`src/rtl/cmdpkt_pkg.sv`:
```
package cmdpkt_pkg;

   localparam int unsigned ADDR_W = 2;
   localparam int unsigned WORD_W = 32;
   localparam int unsigned HDR_W  = 24;
   localparam int unsigned CNT_W  = 15;

   typedef enum logic [ADDR_W-1:0] {
      REG_HDR  = 2'd0,
      REG_PLD  = 2'd1,
      REG_STAT = 2'd2
   } reg_sel_e;

   localparam int unsigned ST_RX_EMPTY  = 1;
   localparam int unsigned ST_WR_EMPTY  = 3;
   localparam int unsigned ST_CMD_EMPTY = 5;
   localparam int unsigned ST_RD_DONE   = 7;
   localparam int unsigned ST_OVF_LSB   = 8;

   typedef struct packed {
      logic [7:0] cnt_hi;
      logic [7:0] cnt_lo;
      logic [1:0] chan;
      logic [5:0] dtype;
   } hdr_t;

   function automatic logic type_is_long(input logic [5:0] dt);
      return dt[3] & (dt[2:0] != 3'b000);
   endfunction

   function automatic logic [CNT_W-1:0] words_for(input logic [15:0] nbytes);
      logic [16:0] sum;
      sum = {1'b0, nbytes} + 17'd3;
      return sum[16:2];
   endfunction

endpackage

```
`src/rtl/cmdpkt_fifo.sv`:
```
module cmdpkt_fifo #(
   parameter int unsigned WIDTH = 32,
   parameter int unsigned DEPTH = 8
) (
   input  logic             clk,
   input  logic             rst_n,
   input  logic             push,
   input  logic [WIDTH-1:0] push_data,
   input  logic             pop,
   output logic [WIDTH-1:0] head,
   output logic             empty,
   output logic             full
);

   localparam int unsigned AW = (DEPTH > 1) ? $clog2(DEPTH) : 1;
   localparam int unsigned CW = $clog2(DEPTH + 1);
   localparam bit POW2 = ((DEPTH & (DEPTH - 1)) == 0);

   if (DEPTH < 2) begin : g_bad_depth
      $error("cmdpkt_fifo: DEPTH must be at least 2");
   end

   logic [WIDTH-1:0] mem [DEPTH];
   logic [AW-1:0]    wr_ptr, rd_ptr, wr_nxt, rd_nxt;
   logic [CW-1:0]    count;
   logic             do_push, do_pop;

   assign do_push = push & ~full;
   assign do_pop  = pop & ~empty;

   if (POW2) begin : g_wrap_pow2
      assign wr_nxt = wr_ptr + 1'b1;
      assign rd_nxt = rd_ptr + 1'b1;
   end else begin : g_wrap_cmp
      assign wr_nxt = (wr_ptr == AW'(DEPTH - 1)) ? '0 : wr_ptr + 1'b1;
      assign rd_nxt = (rd_ptr == AW'(DEPTH - 1)) ? '0 : rd_ptr + 1'b1;
   end

   always_ff @(posedge clk) begin
      if (do_push) mem[wr_ptr] <= push_data;
   end

   always_ff @(posedge clk or negedge rst_n) begin
      if (!rst_n) begin
         wr_ptr <= '0;
         rd_ptr <= '0;
         count  <= '0;
      end else begin
         if (do_push) wr_ptr <= wr_nxt;
         if (do_pop)  rd_ptr <= rd_nxt;
         case ({do_push, do_pop})
            2'b10:   count <= count + 1'b1;
            2'b01:   count <= count - 1'b1;
            default: count <= count;
         endcase
      end
   end

   assign head  = mem[rd_ptr];
   assign empty = (count == '0);
   assign full  = (count == CW'(DEPTH));

endmodule

```
`src/rtl/cmdpkt_regs.sv`:
```
module cmdpkt_regs
   import cmdpkt_pkg::*;
(
   input  logic              clk,
   input  logic              rst_n,
   input  logic              bus_wr_en,
   input  logic              bus_rd_en,
   input  logic [ADDR_W-1:0] bus_addr,
   output logic [WORD_W-1:0] bus_rdata,
   input  logic              cmd_full,
   input  logic              cmd_empty,
   input  logic              wr_full,
   input  logic              wr_empty,
   input  logic              rx_full,
   input  logic              rx_empty,
   input  logic [WORD_W-1:0] rx_head,
   input  logic              rsp_valid,
   input  logic              rsp_end,
   output logic              cmd_push,
   output logic              cmd_acc,
   output logic              wr_push,
   output logic              rx_pop,
   output logic              rd_done,
   output logic [2:0]        ovf
);

   logic [WORD_W-1:0] status;
   logic [WORD_W-1:0] rd_mux;
   logic [2:0]        ovf_hit;

   assign cmd_push = bus_wr_en & (bus_addr == REG_HDR);
   assign wr_push  = bus_wr_en & (bus_addr == REG_PLD);
   assign rx_pop   = bus_rd_en & (bus_addr == REG_PLD);
   assign cmd_acc  = cmd_push & ~cmd_full;

   assign ovf_hit = {rsp_valid & rx_full, wr_push & wr_full, cmd_push & cmd_full};

   always_comb begin
      status                 = '0;
      status[ST_RX_EMPTY]    = rx_empty;
      status[ST_WR_EMPTY]    = wr_empty;
      status[ST_CMD_EMPTY]   = cmd_empty;
      status[ST_RD_DONE]     = rd_done;
      status[ST_OVF_LSB+:3]  = ovf;
   end

   always_comb begin
      case (bus_addr)
         REG_PLD:  rd_mux = rx_empty ? '0 : rx_head;
         REG_STAT: rd_mux = status;
         default:  rd_mux = '0;
      endcase
   end

   always_ff @(posedge clk or negedge rst_n) begin
      if (!rst_n) begin
         bus_rdata <= '0;
         rd_done   <= 1'b0;
         ovf       <= '0;
      end else begin
         if (bus_rd_en) bus_rdata <= rd_mux;
         if (cmd_acc)      rd_done <= 1'b0;
         else if (rsp_end) rd_done <= 1'b1;
         ovf <= ovf | ovf_hit;
      end
   end

endmodule

```
`src/rtl/cmdpkt_drain.sv`:
```
module cmdpkt_drain
   import cmdpkt_pkg::*;
(
   input  logic              clk,
   input  logic              rst_n,
   input  logic              cmd_empty,
   input  logic [HDR_W-1:0]  cmd_head,
   output logic              cmd_pop,
   input  logic              wr_empty,
   input  logic [WORD_W-1:0] wr_head,
   output logic              wr_pop,
   output logic              eng_hdr_valid,
   input  logic              eng_hdr_ready,
   output logic [HDR_W-1:0]  eng_hdr,
   output logic              eng_pld_valid,
   input  logic              eng_pld_ready,
   output logic [WORD_W-1:0] eng_pld_data,
   output logic              eng_pld_last
);

   typedef enum logic {PH_HDR, PH_PLD} phase_e;

   phase_e           phase;
   logic [CNT_W-1:0] remain;
   logic [CNT_W-1:0] need;
   hdr_t             hdr;
   logic             hdr_hs, pld_hs;

   assign hdr  = hdr_t'(cmd_head);
   assign need = words_for({hdr.cnt_hi, hdr.cnt_lo});

   assign eng_hdr_valid = (phase == PH_HDR) & ~cmd_empty;
   assign eng_hdr       = cmd_head;
   assign hdr_hs        = eng_hdr_valid & eng_hdr_ready;
   assign cmd_pop       = hdr_hs;

   assign eng_pld_valid = (phase == PH_PLD) & ~wr_empty;
   assign eng_pld_data  = wr_head;
   assign eng_pld_last  = eng_pld_valid & (remain == CNT_W'(1));
   assign pld_hs        = eng_pld_valid & eng_pld_ready;
   assign wr_pop        = pld_hs;

   always_ff @(posedge clk or negedge rst_n) begin
      if (!rst_n) begin
         phase  <= PH_HDR;
         remain <= '0;
      end else begin
         case (phase)
            PH_HDR: begin
               if (hdr_hs && type_is_long(hdr.dtype) && (need != '0)) begin
                  phase  <= PH_PLD;
                  remain <= need;
               end
            end
            PH_PLD: begin
               if (pld_hs) begin
                  remain <= remain - 1'b1;
                  if (remain == CNT_W'(1)) phase <= PH_HDR;
               end
            end
            default: phase <= PH_HDR;
         endcase
      end
   end

endmodule

```
`src/rtl/cmdpkt_host.sv`:
```
module cmdpkt_host
   import cmdpkt_pkg::*;
#(
   parameter int unsigned CMD_DEPTH = 4,
   parameter int unsigned WR_DEPTH  = 8,
   parameter int unsigned RD_DEPTH  = 8
) (
   input  logic              clk,
   input  logic              rst_n,
   input  logic              bus_wr_en,
   input  logic              bus_rd_en,
   input  logic [1:0]        bus_addr,
   input  logic [31:0]       bus_wdata,
   output logic [31:0]       bus_rdata,
   output logic              eng_hdr_valid,
   input  logic              eng_hdr_ready,
   output logic [23:0]       eng_hdr,
   output logic              eng_pld_valid,
   input  logic              eng_pld_ready,
   output logic [31:0]       eng_pld_data,
   output logic              eng_pld_last,
   input  logic              rsp_valid,
   input  logic [31:0]       rsp_data,
   input  logic              rsp_end
);

   if (CMD_DEPTH < 2 || WR_DEPTH < 2 || RD_DEPTH < 2) begin : g_bad_cfg
      $error("cmdpkt_host: every FIFO depth must be at least 2");
   end

   logic              cmd_push, cmd_acc, cmd_pop, cmd_empty, cmd_full;
   logic [HDR_W-1:0]  cmd_head;
   logic              wr_push, wr_pop, wr_empty, wr_full;
   logic [WORD_W-1:0] wr_head;
   logic              rx_pop, rx_empty, rx_full;
   logic [WORD_W-1:0] rx_head;
   logic              rd_done;
   logic [2:0]        ovf;

   cmdpkt_regs u_regs (
      .clk       (clk),
      .rst_n     (rst_n),
      .bus_wr_en (bus_wr_en),
      .bus_rd_en (bus_rd_en),
      .bus_addr  (bus_addr),
      .bus_rdata (bus_rdata),
      .cmd_full  (cmd_full),
      .cmd_empty (cmd_empty),
      .wr_full   (wr_full),
      .wr_empty  (wr_empty),
      .rx_full   (rx_full),
      .rx_empty  (rx_empty),
      .rx_head   (rx_head),
      .rsp_valid (rsp_valid),
      .rsp_end   (rsp_end),
      .cmd_push  (cmd_push),
      .cmd_acc   (cmd_acc),
      .wr_push   (wr_push),
      .rx_pop    (rx_pop),
      .rd_done   (rd_done),
      .ovf       (ovf)
   );

   cmdpkt_fifo #(.WIDTH(HDR_W), .DEPTH(CMD_DEPTH)) u_cmd_q (
      .clk       (clk),
      .rst_n     (rst_n),
      .push      (cmd_push),
      .push_data (bus_wdata[HDR_W-1:0]),
      .pop       (cmd_pop),
      .head      (cmd_head),
      .empty     (cmd_empty),
      .full      (cmd_full)
   );

   cmdpkt_fifo #(.WIDTH(WORD_W), .DEPTH(WR_DEPTH)) u_wr_q (
      .clk       (clk),
      .rst_n     (rst_n),
      .push      (wr_push),
      .push_data (bus_wdata),
      .pop       (wr_pop),
      .head      (wr_head),
      .empty     (wr_empty),
      .full      (wr_full)
   );

   cmdpkt_fifo #(.WIDTH(WORD_W), .DEPTH(RD_DEPTH)) u_rx_q (
      .clk       (clk),
      .rst_n     (rst_n),
      .push      (rsp_valid),
      .push_data (rsp_data),
      .pop       (rx_pop),
      .head      (rx_head),
      .empty     (rx_empty),
      .full      (rx_full)
   );

   cmdpkt_drain u_drain (
      .clk           (clk),
      .rst_n         (rst_n),
      .cmd_empty     (cmd_empty),
      .cmd_head      (cmd_head),
      .cmd_pop       (cmd_pop),
      .wr_empty      (wr_empty),
      .wr_head       (wr_head),
      .wr_pop        (wr_pop),
      .eng_hdr_valid (eng_hdr_valid),
      .eng_hdr_ready (eng_hdr_ready),
      .eng_hdr       (eng_hdr),
      .eng_pld_valid (eng_pld_valid),
      .eng_pld_ready (eng_pld_ready),
      .eng_pld_data  (eng_pld_data),
      .eng_pld_last  (eng_pld_last)
   );

endmodule

```
`config.mk`:
```
export PLATFORM = sky130hd
export DESIGN_NAME = cmdpkt_host
export DESIGN_NICKNAME = d
export VERILOG_FILES = /design/src/rtl/cmdpkt_pkg.sv /design/src/rtl/cmdpkt_fifo.sv /design/src/rtl/cmdpkt_regs.sv /design/src/rtl/cmdpkt_drain.sv /design/src/rtl/cmdpkt_host.sv
export SDC_FILE = /design/constraint.sdc
export NUM_CORES = 1
export LEC_CHECK = 0
export ABC_AREA = 1
export BUFFER_PORTS_ARGS = -buffer_cell sky130_fd_sc_hd__buf_2
export CAP_MARGIN = 20
export CORE_UTILIZATION = 49
export CTS_BUF_LIST = sky130_fd_sc_hd__clkbuf_4 sky130_fd_sc_hd__clkbuf_8 sky130_fd_sc_hd__clkbuf_16
export CTS_CLUSTER_DIAMETER = 150
export DETAILED_ROUTE_END_ITERATION = 16
export PLACE_DENSITY_LB_ADDON = 0.25
export REMOVE_ABC_BUFFERS = 1
export SETUP_SLACK_MARGIN = 0.15
export SYNTH_ARGS = -nofsm -noshare
export SYNTH_HDL_FRONTEND = slang
export SYNTH_HIERARCHICAL = 1
export SYNTH_SLANG_ARGS = --single-unit
```
`constraint.sdc`:
```
create_clock -name clk -period 3.6 [get_ports clk]
set_input_delay 0.36 -clock clk [delete_from_list [all_inputs] [get_ports clk]]
set_output_delay 0.36 -clock clk [all_outputs]
set_load 0.05 [all_outputs]
```
; ---- Word level (Yosys, flattened, before mapping)
; Memories as Yosys holds them, arrays and structs flattened.
; Cells that the tools add are included.
[totals]
out_inout_bits = 91
ram_bits = 608
n_memories = 3
ff_bits = 79
[mem_list]
columns = name, depth, word_bits, read_ports, rd_clocked_by_memory_dff, write_ports, line
row1 = u_rx_q.mem, 8, 32, 1, 0, 1, cmdpkt_fifo.sv:23  ; logic [WIDTH-1:0] mem [DEPTH];
row2 = u_wr_q.mem, 8, 32, 1, 0, 1, cmdpkt_fifo.sv:23
row3 = u_cmd_q.mem, 4, 24, 1, 0, 1, cmdpkt_fifo.sv:23
[classes]
eq_ne = 14
n_reduce_logical = 13
n_addsub = 14
n_mux = 20
n_bitwise = 26
[ops]
columns = operator, n
row1 = 32-bit one-hot mux with 2 select lines, 1
row2 = 32-bit two-way mux, 1
row3 = 15-bit two-way mux, 2
row4 = 15-bit one-hot mux with 2 select lines, 1
row5 = 1-bit bitwise AND, 18
row6 = 16-bit by 2-bit adder with 17-bit output (second input constant), 1
row7 = 4-bit one-hot mux with 2 select lines, 2
row8 = 3-bit by 1-bit adder with 3-bit output (second input constant), 5
row9 = 15-bit by 1-bit == test with 1-bit output (second input constant), 1
row10 = 15-bit nonzero test, 1
row11 = 15-bit by 1-bit subtractor with 15-bit output (second input constant), 1
row12 = 1-bit two-way mux, 11
row13 = 4-bit by 1-bit adder with 4-bit output (second input constant), 2
row14 = 2-bit by 1-bit == test with 1-bit output (second input constant), 4
row15 = 2-bit == test (second input constant), 4
row16 = 4-bit == test (second input constant), 2
row17 = 4-bit logical NOT, 2
row18 = 2-bit nonzero test, 4
row19 = 4-bit by 1-bit subtractor with 4-bit output (second input constant), 2
row20 = 1-bit inverter, 7
row21 = 3-bit one-hot mux with 2 select lines, 1
row22 = 2-bit by 1-bit adder with 2-bit output (second input constant), 2
row23 = 2-bit != test (second input constant), 2
row24 = 3-bit == test (second input constant), 1
row25 = 8 further kinds, 9

; ---- Longest topological paths before layout
; Gate-level depths: netlist (run 1).
[logic_depth]
depth_word = 8
mapped_depth = 20
ltp_nobuf = 18

; ---- By module
; Netlist (run 1), hierarchy kept.
[modules_own_cells]
columns = mod, seq_area_each_um2, area_per_inst_um2, cells_each, n_inst
row1 = cmdpkt_fifo at u_rx_q ..., 7937.6, 11644.9, 1187, 2
row2 = cmdpkt_fifo at u_cmd_q, 3057.9, 4374.2, 341, 1
row3 = cmdpkt_drain, 400.4, 2078.2, 329, 1
row4 = cmdpkt_regs, 900.9, 1647.8, 184, 1

; ---- Worst setup path after synthesis (run 1)
; No wires, ideal clock.
[synth_timing]
kind = input port to flip-flop
startpoint = input bus_addr[1]
endpoint = memory u_wr_q.mem[4][0], enable pin
path_slack_ns = -0.131
stages = 7
arrival_time_ns = 3.270
n_path_buf = 1
setup_time_ns = 0.461
required_ns = 3.139
cell_sequence = inv_1 > ha_1 > nand2_1 > inv_1 > nand2_1 > buf_4 > nor3_1
[synth_via]
elab_chain_len = 5
[synth_rtl]
columns = item, line
row1 = from (decl), cmdpkt_host.sv:12  ; input logic [1:0] bus_addr,
row2 = 2-bit by 1-bit == test with 1-bit output, cmdpkt_regs.sv:32  ; assign wr_push = bus_wr_en & (bus_addr == REG_PLD);
row3 = 1-bit bitwise AND, cmdpkt_regs.sv:32
row4 = net wr_push, cmdpkt_host.sv:33  ; logic wr_push, wr_pop, wr_empty, wr_full;
row5 = 1-bit bitwise AND, cmdpkt_fifo.sv:28  ; assign do_push = push & ~full;
row6 = 1-bit two-way mux, cmdpkt_fifo.sv:40  ; if (do_push) mem[wr_ptr] <= push_data;
row7 = 1-bit two-way mux (not written as such), cmdpkt_fifo.sv:40
row8 = to (decl), cmdpkt_fifo.sv:23
; The timed path passes the listed nets, and every way through them passes these cells.

; ---- Worst setup path in the final report (run 1)
[layout_timing]
startpoint = register u_cmd_q.rd_ptr[0]
endpoint = register u_drain.remain[0]
[layout_via]
elab_chain_len = 7
word_cells_on_any_way = 11
classes_between = add/sub: 1 / eq/ne: 1 / mux: 2 / bitwise: 1 / reduce/logical: 5 / memory: 1
[layout_rtl]
columns = item, line
row1 = from (decl), cmdpkt_fifo.sv:24  ; logic [AW-1:0] wr_ptr, rd_ptr, wr_nxt, rd_nxt;
row2 = from (signal assigned), cmdpkt_fifo.sv:50  ; if (do_pop) rd_ptr <= rd_nxt;
row3 = memory read 4 x 24 bit (*), -
row4 = "parallel branches: the longest is 6 deep, another holds 16-bit by 2-bit adder with 17-bit output", -
row5 = to (signal assigned), cmdpkt_drain.sv:52  ; remain <= need;
row6 = to (signal assigned), cmdpkt_drain.sv:57  ; remain <= remain - 1'b1;
row7 = to (decl), cmdpkt_drain.sv:24  ; logic [CNT_W-1:0] remain;
; Mark *: on every way between the ends. The select of a mux whose other input is x is not followed.
; A chain may end at the register's enable or synchronous reset.

==> results of run 1 <==
[logic make-up after synthesis]
logic type / count (synthesis) / synth area share
AO/OA/AOI/OAI: 107 / 0.0275
XOR/XNOR: 22 / 0.00614
adder cells (fa/ha/maj): 24 / 0.0103
buffers and inverters: 575 / 0.0875
flip-flops: 687 / 0.645
AND/OR/NAND/NOR: 1813 / 0.224
[worst paths after layout]
path	slack (ns)	from	cells after the start	to
worst min register to register	0.47	u_regs/ovf[2]$_DFF_PN0_	1	u_regs/ovf[2]$_DFF_PN0_
worst max register to register	0.61	u_cmd_q/rd_ptr[0]$_DFFE_PN0P_	18	u_drain/remain[0]$_DFFE_PN0P_
worst max-delay path	0.61	u_cmd_q/rd_ptr[0]$_DFFE_PN0P_	18	u_drain/remain[0]$_DFFE_PN0P_
worst min-delay path	0.02	rsp_data[29]	1	u_rx_q/mem[6][29]$_DFFE_PP_
max in group asynchronous	2.34	rst_n	3	u_regs/bus_rdata[28]$_DFFE_PN0P_
min in group asynchronous	0.45	rst_n	2	u_drain/remain[9]$_DFFE_PN0P_
[cell usage after synthesis (all sizes together)]
cell type	instances	area share
a21boi	1	0.00024
a21o	3	0.00072
a21oi	2	0.00032
a22oi	1	0.00024
a31oi	1	0.00020
buf	174	0.039
clkbuf	11	0.0016
dfrtp	79	0.063
edfxtp	608	0.58
fa	3	0.0019
ha	21	0.0084
inv	390	0.047
nand2	1155	0.14
nand3	53	0.0088
nand3b	4	0.00096
nand4	5	0.0010
nor2	571	0.069
nor3	21	0.0035
nor4	1	0.00020
o211ai	48	0.015
o21ai	50	0.010
o31ai	1	0.00024
or2	3	0.00060
xnor2	11	0.0031
xor2	11	0.0031
[report_power, final]
| group | switching [mW] | internal, mW | leakage, nW | total (mW) |
|---|---|---|---|---|
| clock network | 3.07 | 4.57 | 1.23 | 7.64 |
| registers | 0.603 | 9.61 | 6.51 | 10.2 |
| logic | 8.22 | 3.10 | 7.96 | 11.3 |
[cell usage in the layout (no fill, tap or decap), types with 7 or more instances in the layout]
master            n
nand2_2           8
nor2_1          558
buf_2           163
xnor2_1          11
clkinv_2         14
nor3_2           17
dfrtp_1          75
edfxtp_1        608
xor2_1           11
clkbuf_4         18
o211ai_2         23
clkbuf_16        76
nand2_1        1144
nor2_2           10
nand3_1          51
ha_1             21
buf_4            41
inv_1           382
clkinv_1          8
o21ai_0          29
dlygate4sd3_1    32
o21ai_2          20
buf_12            7
o211ai_1         25
[sequential cells by signal, summed over array words and instances, names as in the netlist]
register / count
u_cmd_q/count: 3
u_cmd_q/mem: 96
u_cmd_q/rd_ptr: 2
u_cmd_q/wr_ptr: 2
u_drain/phase: 1
u_drain/remain: 15
u_regs/bus_rdata: 32
u_regs/ovf: 3
u_regs/rd_done: 1
u_rx_q/count: 4
u_rx_q/mem: 256
u_rx_q/rd_ptr: 3
u_rx_q/wr_ptr: 3
u_wr_q/count: 4
u_wr_q/mem: 256
u_wr_q/rd_ptr: 3
u_wr_q/wr_ptr: 3
[area by class of cell]
class,count,area share
inverters,390,0.0415
well taps,846,0.0300
repair buffers,243,0.0448
diodes,6,0.000425
clock buffers,99,0.0596
multi-input cells,1966,0.240
flip-flops and latches,687,0.573
clock inverters,34,0.0103
[what timing repair did]
item,4_1_cts,5_1_grt
hold endpoints to repair,278,0
setup buffers,0,0
hold buffers,32,0
[routing by layer]
layer,part of all wire,vias to the layer above
met5,0.00044,-
met4,0.021,6
met3,0.057,105
met2,0.49,430
met1,0.43,9545
li1,-,10400
[through the flow]
step	total power, mW	hold WS, ns	instance area [µm²]
after floorplan	18.5	0.0644	30100
after global placement	21.6	0.445	32500
final	29.2	0.0209	35300
after detailed placement	21.7	0.445	32500
after global routing	31.0	0.00881	35300
after CTS	29.4	0.000708	35300
==> summary.md, run 1 <==
| Metric | Value |
|---|---|
| Wirelength per Cell | 16.1 µm |
| Final ANT Viol Nets | 0 |
| Routability cong. | 0.868 |
| Post-synthesis instance area | 0.0314 mm² |
| Part of the Yosys area used for sequential elements | 0.645 |
| Critical path cell sequence | clkinv_2, buf_12, nand2_1, o211ai_2, nand2_1, inv_1, nand2_2, nand2_1, nor2_2, nor2_1, nor2_1, nand2_1, nor2_2, nand3_2, nand2_4, nand2_4, nand2_1, nand2_1 |
| Number of input and output port buffers inserted | 164 |
| Horizontal die dimension | 255 µm |
| Starting density of the core | 0.497 |
| Via density per instance | 4.80 |
| Run status | finished clean |
| Flop and latch count out of synthesis | 687 |
| Reg clk slew, reported paths | 0.06 ns |
| Gate Count Post-Synth | 3,228 |
| Endpoints failing hold | 0 |
| Final Net Count | 3,460 |
| Critical Path Sink Type | flop |
| Total count of max-transition violations in the final report | 0 |
| Worst stage delay on the critical path | 0.38 ns |
| Worst-path fanout max | 36 |
| Global-route met1 utilization | 0.273 |
| IR drop worst, VDD | 507 µV |
| Number of gates resized after CTS | 0 |
| Reg area | 0.0202 mm² |
| Kind of cell with the highest combined delay on the critical path | simple AND/OR/NAND/NOR gates |
| Global-route wire length before repair | 106,000 µm |
| Maximum number of pins on one net before global-route repair | 81 |
| Core Region | 0.0632 mm² |
| Most heavily used metal layer in global routing | met2 |
| Total DRC errors in the routed layout | 0 |
| Clock Sinks | 687 |
| Worst hold path type | input pin to flop |
| Cell at the root of the clock tree | clkbuf_16 |
| Ratio of cells with drive above 1 in the final layout | 0.128 |
| Global Route met3 Usage | 0.0419 |
| Fin worst setup slack | 0.613 ns |
| Pre-antenna DRT Iters | 5 |
| WP data arrival | 3.48 ns |
| Clock tree skew after final layout | 0.0244 ns |
| Max-cap violations | 0 |
| GRT overflow | 0 |
| Height of the die | 255 µm |
| Antenna violations before repair | 7 |
| Slowest-stage cell, CP | dfrtp_1 |
| Clock insertion delay at the later pin of the skew report | 0.62 ns |
| Unrepaired setup endpoints after global routing | no |
| Max H-tree Level | 3 |
| Number of setup violations in the final report | 0 |
| Area taken by multi-input logic gates | 0.00850 mm² |
| TritonCTS clock tree | yes |
| Crit share post-route | 0.830 |
| Total detailed-routing wirelength | 68,800 µm |
| PD cells | 825 mW/mm² |
| Count of vias placed by the detailed router | 20.5k |
| Violation count after the first detailed-route iteration | 1,169 |
| Endpoint required time on the critical path | 4.09 ns |
| Buf/Inv on CP | 3 |
| Die footprint | 0.0651 mm² |
| Highest attainable clock frequency | 0.335 GHz |
| Fin crit period | 2.99 ns |
| Number of synthesis warnings | 6 |
| Worst setup slack after placement | 0.626 ns |
| Most Frequent Cell on Critical Path | nand2_1 |
| IO Count | 165 |
| Type of the worst setup path | flop to flop |
| Placed cells | 4,100 |
| Final non-filler cell total | 4,271 |
| Area delta synth->final | 12.6% |
| Number of global-route vias before repair | 19.1k |
| Floorplan row count | 92 |
| Grt met2 use | 0.369 |
| Finished Core Util | 0.559 |
| Detailed-placement wirelength estimate | 39,100 µm |
| Worst-Margin Slew | 0.993 ns |
| Post-route setup TNS | 0 ns |
| Number of buffers created by CTS | 74 |
| GRT Util Overall | 0.214 |
| Filler instances | 5,402 |
| Kind of start point of the critical path | flop |
| Mean area per synthesized cell | 9.72 µm² |
| Remaining max-slew budget at the tightest pin | 0.337 |
| Standby leakage power | 15.7 nW |
| CTS max path bufs | 3 |
| Number of distinct library cells after synthesis | 41 |
Power figures use the tool's default switching activity.
==> run 2, diff against run 1 <==
Clock period 3.6 ns to 2.5 ns, I/O delays scaled along.
==> run 2 against run 1 <==
The run now ends with setup timing left. Non-clock buffer count is 137 higher. Clock skew rose by 0.00082 ns. Via count grew 6.4%. Setup slack got worse by 0.63 ns. Worst hold slack better by 0.016 ns. Critical path depth is 1 lower. Register-to-register slack worse by 0.63 ns. Highest routed layer unchanged.
==> summary.md, run 2 (same netlist as run 1, synthesis figures left out) <==
| Metric | Value |
|---|---|
| Detailed-placement wirelength estimate | 39,500 µm (+1.0%) |
| WP data arrival | 3.01 ns (-0.47 ns) |
| Buf/Inv on CP | 3 (unchanged) |
| Post-route cell area | 0.0386 mm² (+9.2%) |
| Global-route wire length before repair | 112,000 µm (+5.7%) |
| Cell area reported after detailed placement | 0.0332 mm² (+2.0%) |
| Worst-path fanout max | 15 (-58%) |
| Antenna violations before repair | 5 (-2) |
| Ratio of cells with drive above 1 in the final layout | 0.206 (+0.0780) |
| Post-route worst hold slack | 0.0370 ns (+0.0161 ns) |
| Highest-count cells in the layout ignoring fill and taps | 1,034 x nand2_1, 608 x edfxtp_1, 480 x nor2_1 |
| Count of vias placed by the detailed router | 21.8k (+6.4%) |
| Sum of internal, switching and leakage power | 47.4 mW (+62%) |
| Number of global-route vias before repair | 20.2k (+5.9%) |
| Reg clk slew, reported paths | 0.06 ns (about the same) |
| Floorplan row count | 92 (unchanged) |
| Total count of max-transition violations in the final report | 0 (unchanged) |
| Starting density of the core | 0.497 (unchanged) |
| CTS max path bufs | 3 (unchanged) |
| Most Frequent Cell on Critical Path | nand2_1 |
| Core Region | 0.0632 mm² (unchanged) |
| Fin worst setup slack | -0.0131 ns (-0.626 ns) |
| Run status | finished, violations left |
| Type of the worst setup path | flop to flop |
| Most frequent standard cell in the layout excluding fill and tap cells | nand2_1 |
| Final Net Count | 3,596 (+3.9%) |
| GRT overflow | 0 (unchanged) |
| Unrepaired setup endpoints after global routing | yes |
| Worst stage delay on the critical path | 0.40 ns (+0.02 ns) |
| Wirelength per Cell | 17.4 µm (+8.2%) |
| Standby leakage power | 17.0 nW (+8.0%) |
| Pre-antenna DRT Iters | 7 (+2) |
| Final non-filler cell total | 4,404 (+3.1%) |
| Max H-tree Level | 3 (unchanged) |
| Die footprint | 0.0651 mm² (unchanged) |
| Highest attainable clock frequency | 0.398 GHz (+19%) |
| Number of buffers created by CTS | 73 (-1.4%) |
| Number of setup violations in the final report | 5 (+5) |
| Total detailed-routing wirelength | 76,700 µm (+12%) |
| IO Count | 165 (unchanged) |
| Final ANT Viol Nets | 0 (unchanged) |
| Kind of start point of the critical path | flop |
| Kind of cell with the highest combined delay on the critical path | simple AND/OR/NAND/NOR gates |
| Via density per instance | 4.95 (+3.2%) |
| TritonCTS clock tree | yes |
| Worst setup slack after placement | -0.0523 ns (-0.678 ns) |
| Fin crit period | 2.51 ns (-0.474 ns) |
| Slowest-stage cell, CP | dfrtp_1 |
| Maximum number of pins on one net before global-route repair | 67 (-17%) |
| Endpoint required time on the critical path | 2.99 ns (-1.10 ns) |
| GRT Util Overall | 0.226 (+0.0127) |
| Clock tree skew after final layout | 0.0252 ns (+0.000821 ns) |
| Clock Sinks | 687 (unchanged) |
| Horizontal die dimension | 255 µm (unchanged) |
| Critical path cell sequence | inv_4, clkbuf_16, nand2_1, o211ai_2, nand2_2, nand2_4, nor2_4, nand2_2, buf_4, nand2_1, nand3b_1, nor2_2, nand3_2, nand2_4, nand2_8, nand2_1, nand2_1 |
| Cell at the root of the clock tree | clkbuf_16 |
| Largest registers | u_rx_q/mem x256, u_wr_q/mem x256, u_cmd_q/mem x96 |
| Failing checks | setup timing |
| Worst-Margin Slew | 0.621 ns (-0.372 ns) |
| Number of input and output port buffers inserted | 164 (unchanged) |
| Routability cong. | 0.846 (-2.6%) |
| Remaining max-slew budget at the tightest pin | 0.586 (+0.249) |
| Area delta synth->final | 23.0% |
| Critical Path Sink Type | flop |
| Endpoints failing hold | 0 (unchanged) |
| Max-cap violations | 0 (unchanged) |
| Post-route setup TNS | -0.0349 ns (-0.0349 ns) |
| IR drop worst, VDD | 680 µV (+34%) |
| Clock insertion delay at the later pin of the skew report | 0.62 ns (about the same) |
| Finished Core Util | 0.611 (+0.0517) |
| Violation count after the first detailed-route iteration | 1,750 (+50%) |
| Height of the die | 255 µm (unchanged) |
| Crit share post-route | 1.01 (+0.175) |
| Placed cells | 4,139 (+0.95%) |
| Worst hold path type | input pin to flop |
| PD cells | 1230 mW/mm² (+49%) |
| Total DRC errors in the routed layout | 0 (unchanged) |
-- run 2: cell count changes in the layout (fill, tap and decap cells not counted), moves of 31 or more --
cell           delta
nor2_2           +38
nand2_1         -110
nand2_2          +87
nor2_1           -78
buf_6            +31
dlygate4sd3_1    +36
buf_12           +34
buf_2            -45
nor2_4           +40
-- run 2: where the power goes --
group | internal, mW | total, mW | leakage, nW | switching (mW)
logic | 8.11 | 22.2 | 9.25 | 14.0
clock network | 6.21 | 10.7 | 1.20 | 4.46
registers | 13.8 | 14.6 | 6.51 | 0.720
total | 28.2 | 47.4 | 17.0 | 19.2
-- run 2: path summary, 6_finish.rpt --
kind,slack [ns],cells past startpoint,end,start
setup / recovery,-0.01,17,u_drain/remain[6]$_DFFE_PN0P_,u_cmd_q/rd_ptr[0]$_DFFE_PN0P_
hold / removal,0.04,4,u_regs/ovf[1]$_DFF_PN0_,bus_wr_en
setup reg to reg,-0.01,17,u_drain/remain[6]$_DFFE_PN0P_,u_cmd_q/rd_ptr[0]$_DFFE_PN0P_
hold reg to reg,0.46,1,u_regs/ovf[1]$_DFF_PN0_,u_regs/ovf[1]$_DFF_PN0_
max in group asynchronous,1.68,3,u_regs/bus_rdata[13]$_DFFE_PN0P_,rst_n
min in group asynchronous,0.10,2,u_drain/remain[4]$_DFFE_PN0P_,rst_n
-- run 2: final cells by class --
class,instances,area (µm²)
fillers,4974,24600
flip-flops and latches,687,20200
multi-input cells,1966,9320
repair buffers,380,4110
clock buffers,99,2090
inverters,390,1470
well taps,846,1060
clock inverters,34,300
diodes,2,5.00
-- run 2: tightest hold or removal path: cells and delay by family --
kind            cells  cell delay [ns]
simple gates        1             0.07
buf+inv             2             0.18
compound gates      1             0.11
-- run 2: layer usage --
layer / track usage / up-vias / share of wire
met5: 0 / - / 0.00048
met4: 0.0837 / 6 / 0.035
met3: 0.0381 / 182 / 0.064
met2: 0.385 / 668 / 0.49
met1: 0.291 / 10300 / 0.41
li1: - / 10700 / -
-- run 2: what timing repair did --
action,CTS,global route
pin swaps,38,145
endpoints found under the hold margin,670,0
hold buffers,68,0
gates cloned,11,26
gates resized for setup,138,271
setup endpoints to repair,57,69
setup buffers,17,8
==> run 3, diff against run 2 <==
Settings changed: CORE_ASPECT_RATIO set to 0.6, GPL_ROUTABILITY_DRIVEN set to 1.
==> run 3 against run 2 <==
The flow finishes with violations (DRC). Via count down 1.2%. Setup slack improved by 0.054 ns. Clock-buffer cell count fell by 17. Combinational power fell by 3%. Register-to-register slack better by 0.05 ns. Sequential power about the same. Global-route usage fell by 0.091 points. Clock skew is 0.0090 ns lower. Critical path depth down 7. Largest cell class unchanged. Highest routed layer is now met4.
==> summary.md, run 3 (same netlist as run 1, synthesis figures left out) <==
| Metric | Value |
|---|---|
| Run status | finished, violations left |
| Failing checks | DRC |
| Starting density of the core | 0.498 (+0.00167) |
| Placed cells | 4,133 (-0.14%) |
| CTS max path bufs | 3 (unchanged) |
| Sum of internal, switching and leakage power | 46.1 mW (-2.6%) |
| Most frequent standard cell in the layout excluding fill and tap cells | nand2_1 |
| Max-cap violations | 0 (unchanged) |
| Unrepaired setup endpoints after global routing | yes |
| Routability cong. | 0.902 (+6.6%) |
| Worst-Margin Slew | 0.570 ns (-0.0504 ns) |
| Worst reg2reg path depth | 16 (-1) |
| Reg clk slew, reported paths | 0.06 ns (about the same) |
| Core Region | 0.0630 mm² (-0.33%) |
| Post-route worst hold slack | 0.0383 ns (+0.00128 ns) |
| Worst stage delay on the critical path | 0.57 ns (+0.17 ns) |
| Fin crit period | 2.46 ns (-0.0540 ns) |
| Wirelength per Cell | 17.5 µm (+0.60%) |
| Clock tree skew after final layout | 0.0162 ns (-0.00904 ns) |
| Kind of cell with the highest combined delay on the critical path | buffers and inverters |
| Number of input and output port buffers inserted | 164 (unchanged) |
| Critical path cell sequence | buf_12, buf_6, buf_12, nor2_2, nor2_1, nand2_2, nand2_2, nand2_2, nand2_2, buf_8 |
| Highest attainable clock frequency | 0.407 GHz (+2.2%) |
| Final non-filler cell total | 4,377 (-0.61%) |
| Number of global-route vias before repair | 19.6k (-2.9%) |
| Via density per instance | 4.92 (-0.57%) |
| Final Net Count | 3,584 (-0.33%) |
| Number of buffers created by CTS | 66 (-9.6%) |
| Die footprint | 0.0651 mm² (about the same) |
| IR drop worst, VDD | 814 µV (+20%) |
| Hold Path Cell Cnt | 1 (-3) |
| Worst-path fanout max | 7 (-8) |
| Kind of start point of the critical path | flop |
| Antenna violations before repair | 2 (-3) |
| Slowest-stage cell, CP | dfrtp_4 |
| Total DRC errors in the routed layout | 2 (+2) |
| Floorplan row count | 71 (-23%) |
| TritonCTS clock tree | yes |
| Buf/Inv on CP | 4 (+1) |
| Remaining max-slew budget at the tightest pin | 0.620 (+0.0336) |
| Cell at the root of the clock tree | clkbuf_16 |
| WP data arrival | 2.21 ns (-0.80 ns) |
| Height of the die | 198 µm (-22%) |
| GRT Util Overall | 0.226 (-0.000913) |
| Cell area reported after detailed placement | 0.0331 mm² (-0.16%) |
| Critical Path Sink Type | output port |
| Ratio of cells with drive above 1 in the final layout | 0.205 (-0.000815) |
| Detailed-placement wirelength estimate | 42,300 µm (+7.2%) |
| Post-route setup TNS | 0 ns (+0.0349 ns) |
| Final ANT Viol Nets | 0 (unchanged) |
| GRT overflow | 0 (unchanged) |
| Worst R2R Start | u_cmd_q/rd_ptr[0]$_DFFE_PN0P_ |
| Standby leakage power | 16.7 nW (-1.8%) |
| Largest registers | u_rx_q/mem x256, u_wr_q/mem x256, u_cmd_q/mem x96 |
| Crit share post-route | 0.984 (-0.0216) |
| Endpoint required time on the critical path | 2.25 ns (-0.74 ns) |
| Max H-tree Level | 3 (unchanged) |
| Count of vias placed by the detailed router | 21.5k (-1.2%) |
| First element of the critical path | u_wr_q/rd_ptr[0]$_DFFE_PN0P_ |
| Pre-antenna DRT Iters | 11 (+4) |
| Area delta synth->final | 21.4% |
| Maximum number of pins on one net before global-route repair | 63 (-6.0%) |
| Most Frequent Cell on Critical Path | nand2_2 |
| Total detailed-routing wirelength | 76,700 µm (about the same) |
| Number of cells on the critical path | 10 (-7) |
| IO Count | 165 (unchanged) |
| Clock Sinks | 687 (unchanged) |
| Hold Crit Start | bus_wdata[4] |
| Endpoints failing hold | 0 (unchanged) |
| Horizontal die dimension | 329 µm (+29%) |
| Global-route wire length before repair | 112,000 µm (+0.40%) |
| Type of the worst setup path | flop to output port |
| Violation count after the first detailed-route iteration | 1,766 (+0.91%) |
| Number of setup violations in the final report | 0 (-5) |
| PD cells | 1210 mW/mm² (-1.3%) |
| Clock insertion delay at the later pin of the skew report | 0.62 ns (about the same) |
| Total count of max-transition violations in the final report | 0 (unchanged) |
| Highest-count cells in the layout ignoring fill and taps | 1,060 x nand2_1, 608 x edfxtp_1, 452 x nor2_1 |
| Worst hold path type | input pin to flop |
| Post-route cell area | 0.0381 mm² (-1.3%) |
[run 3: cell count changes in the layout (fill, tap and decap cells not counted), moves of 12 or more]
cell / before / now
nor2_4: 43 / 61
nand2_1: 1034 / 1060
nor2_1: 480 / 452
buf_4: 68 / 82
nand2_2: 95 / 83
nand2_4: 25 / 11
[run 3: worst paths after layout]
kind,end,slack (ns)
max in group asynchronous,u_rx_q/rd_ptr[0]$_DFFE_PN0P_,1.72
worst min-delay path,u_wr_q/mem[1][4]$_DFFE_PP_,0.04
worst max register to register,u_drain/remain[11]$_DFFE_PN0P_,0.04
worst max-delay path,eng_pld_data[31],0.04
worst min register to register,u_regs/ovf[2]$_DFF_PN0_,0.47
min in group asynchronous,u_drain/remain[9]$_DFFE_PN0P_,0.09
[run 3: what timing repair did]
| item | CTS | global route |
|---|---|---|
| buffers inserted | 22 | 16 |
| hold buffers | 58 | 0 |
| gates cloned | 1 | 27 |
| endpoints found under the setup margin | 58 | 68 |
| pin swaps | 15 | 178 |
| resized for setup | 73 | 341 |
| hold endpoints to repair | 543 | 0 |
[run 3: worst reg2reg max path, stage by stage, from the launching register on]
cell      delay [ns]
dfrtp_1         0.40
clkinv_4        0.11
buf_12          0.17
o211ai_1        0.19
nand2_2         0.12
nor2_4          0.20
nor2_1          0.10
nand3_1         0.17
nand2_1         0.08
nand2_2         0.09
nand3_1         0.09
nor2_1          0.13
nand3_2         0.11
nand2_4         0.13
buf_4           0.15
nand3_1         0.06
nand2_1         0.08
[run 3: layout make-up]
cell class / count / area (µm²)
Timing Repair Buffer: 375 / 3820
Clock inverter: 36 / 334
Multi-Input combinational cell: 1966 / 9350
Fill cell: 5055 / 24900
Antenna cell: 2 / 5.00
Sequential cell: 687 / 20200
Tap cell: 839 / 1050
Clock buffer: 82 / 1810
Inverter: 390 / 1470
[run 3: report_power, final]
group / total, mW / switching (mW) / internal [mW]
clock: 10.0 / 4.39 / 5.63
combinational: 21.5 / 13.7 / 7.79
sequential: 14.6 / 0.772 / 13.8
total: 46.1 / 18.9 / 27.2
[run 3: metrics by stage]
stage,utilization,setup slack [ns]
6_report,0.605,0.0409
5_1_grt,0.605,-0.119
4_1_cts,0.576,0.0805
3_5_place_dp,0.526,0.0401
3_3_place_gp,0.526,0.0744
2_1_floorplan,-,-2.69
[run 3: per-layer routing]
metal	share of wire	GRT usage	up-vias
met5	0	0	-
met4	0.018	0.0543	0
met3	0.072	0.0457	114
met2	0.44	0.326	696
met1	0.47	0.347	10100
li1	-	-	10600
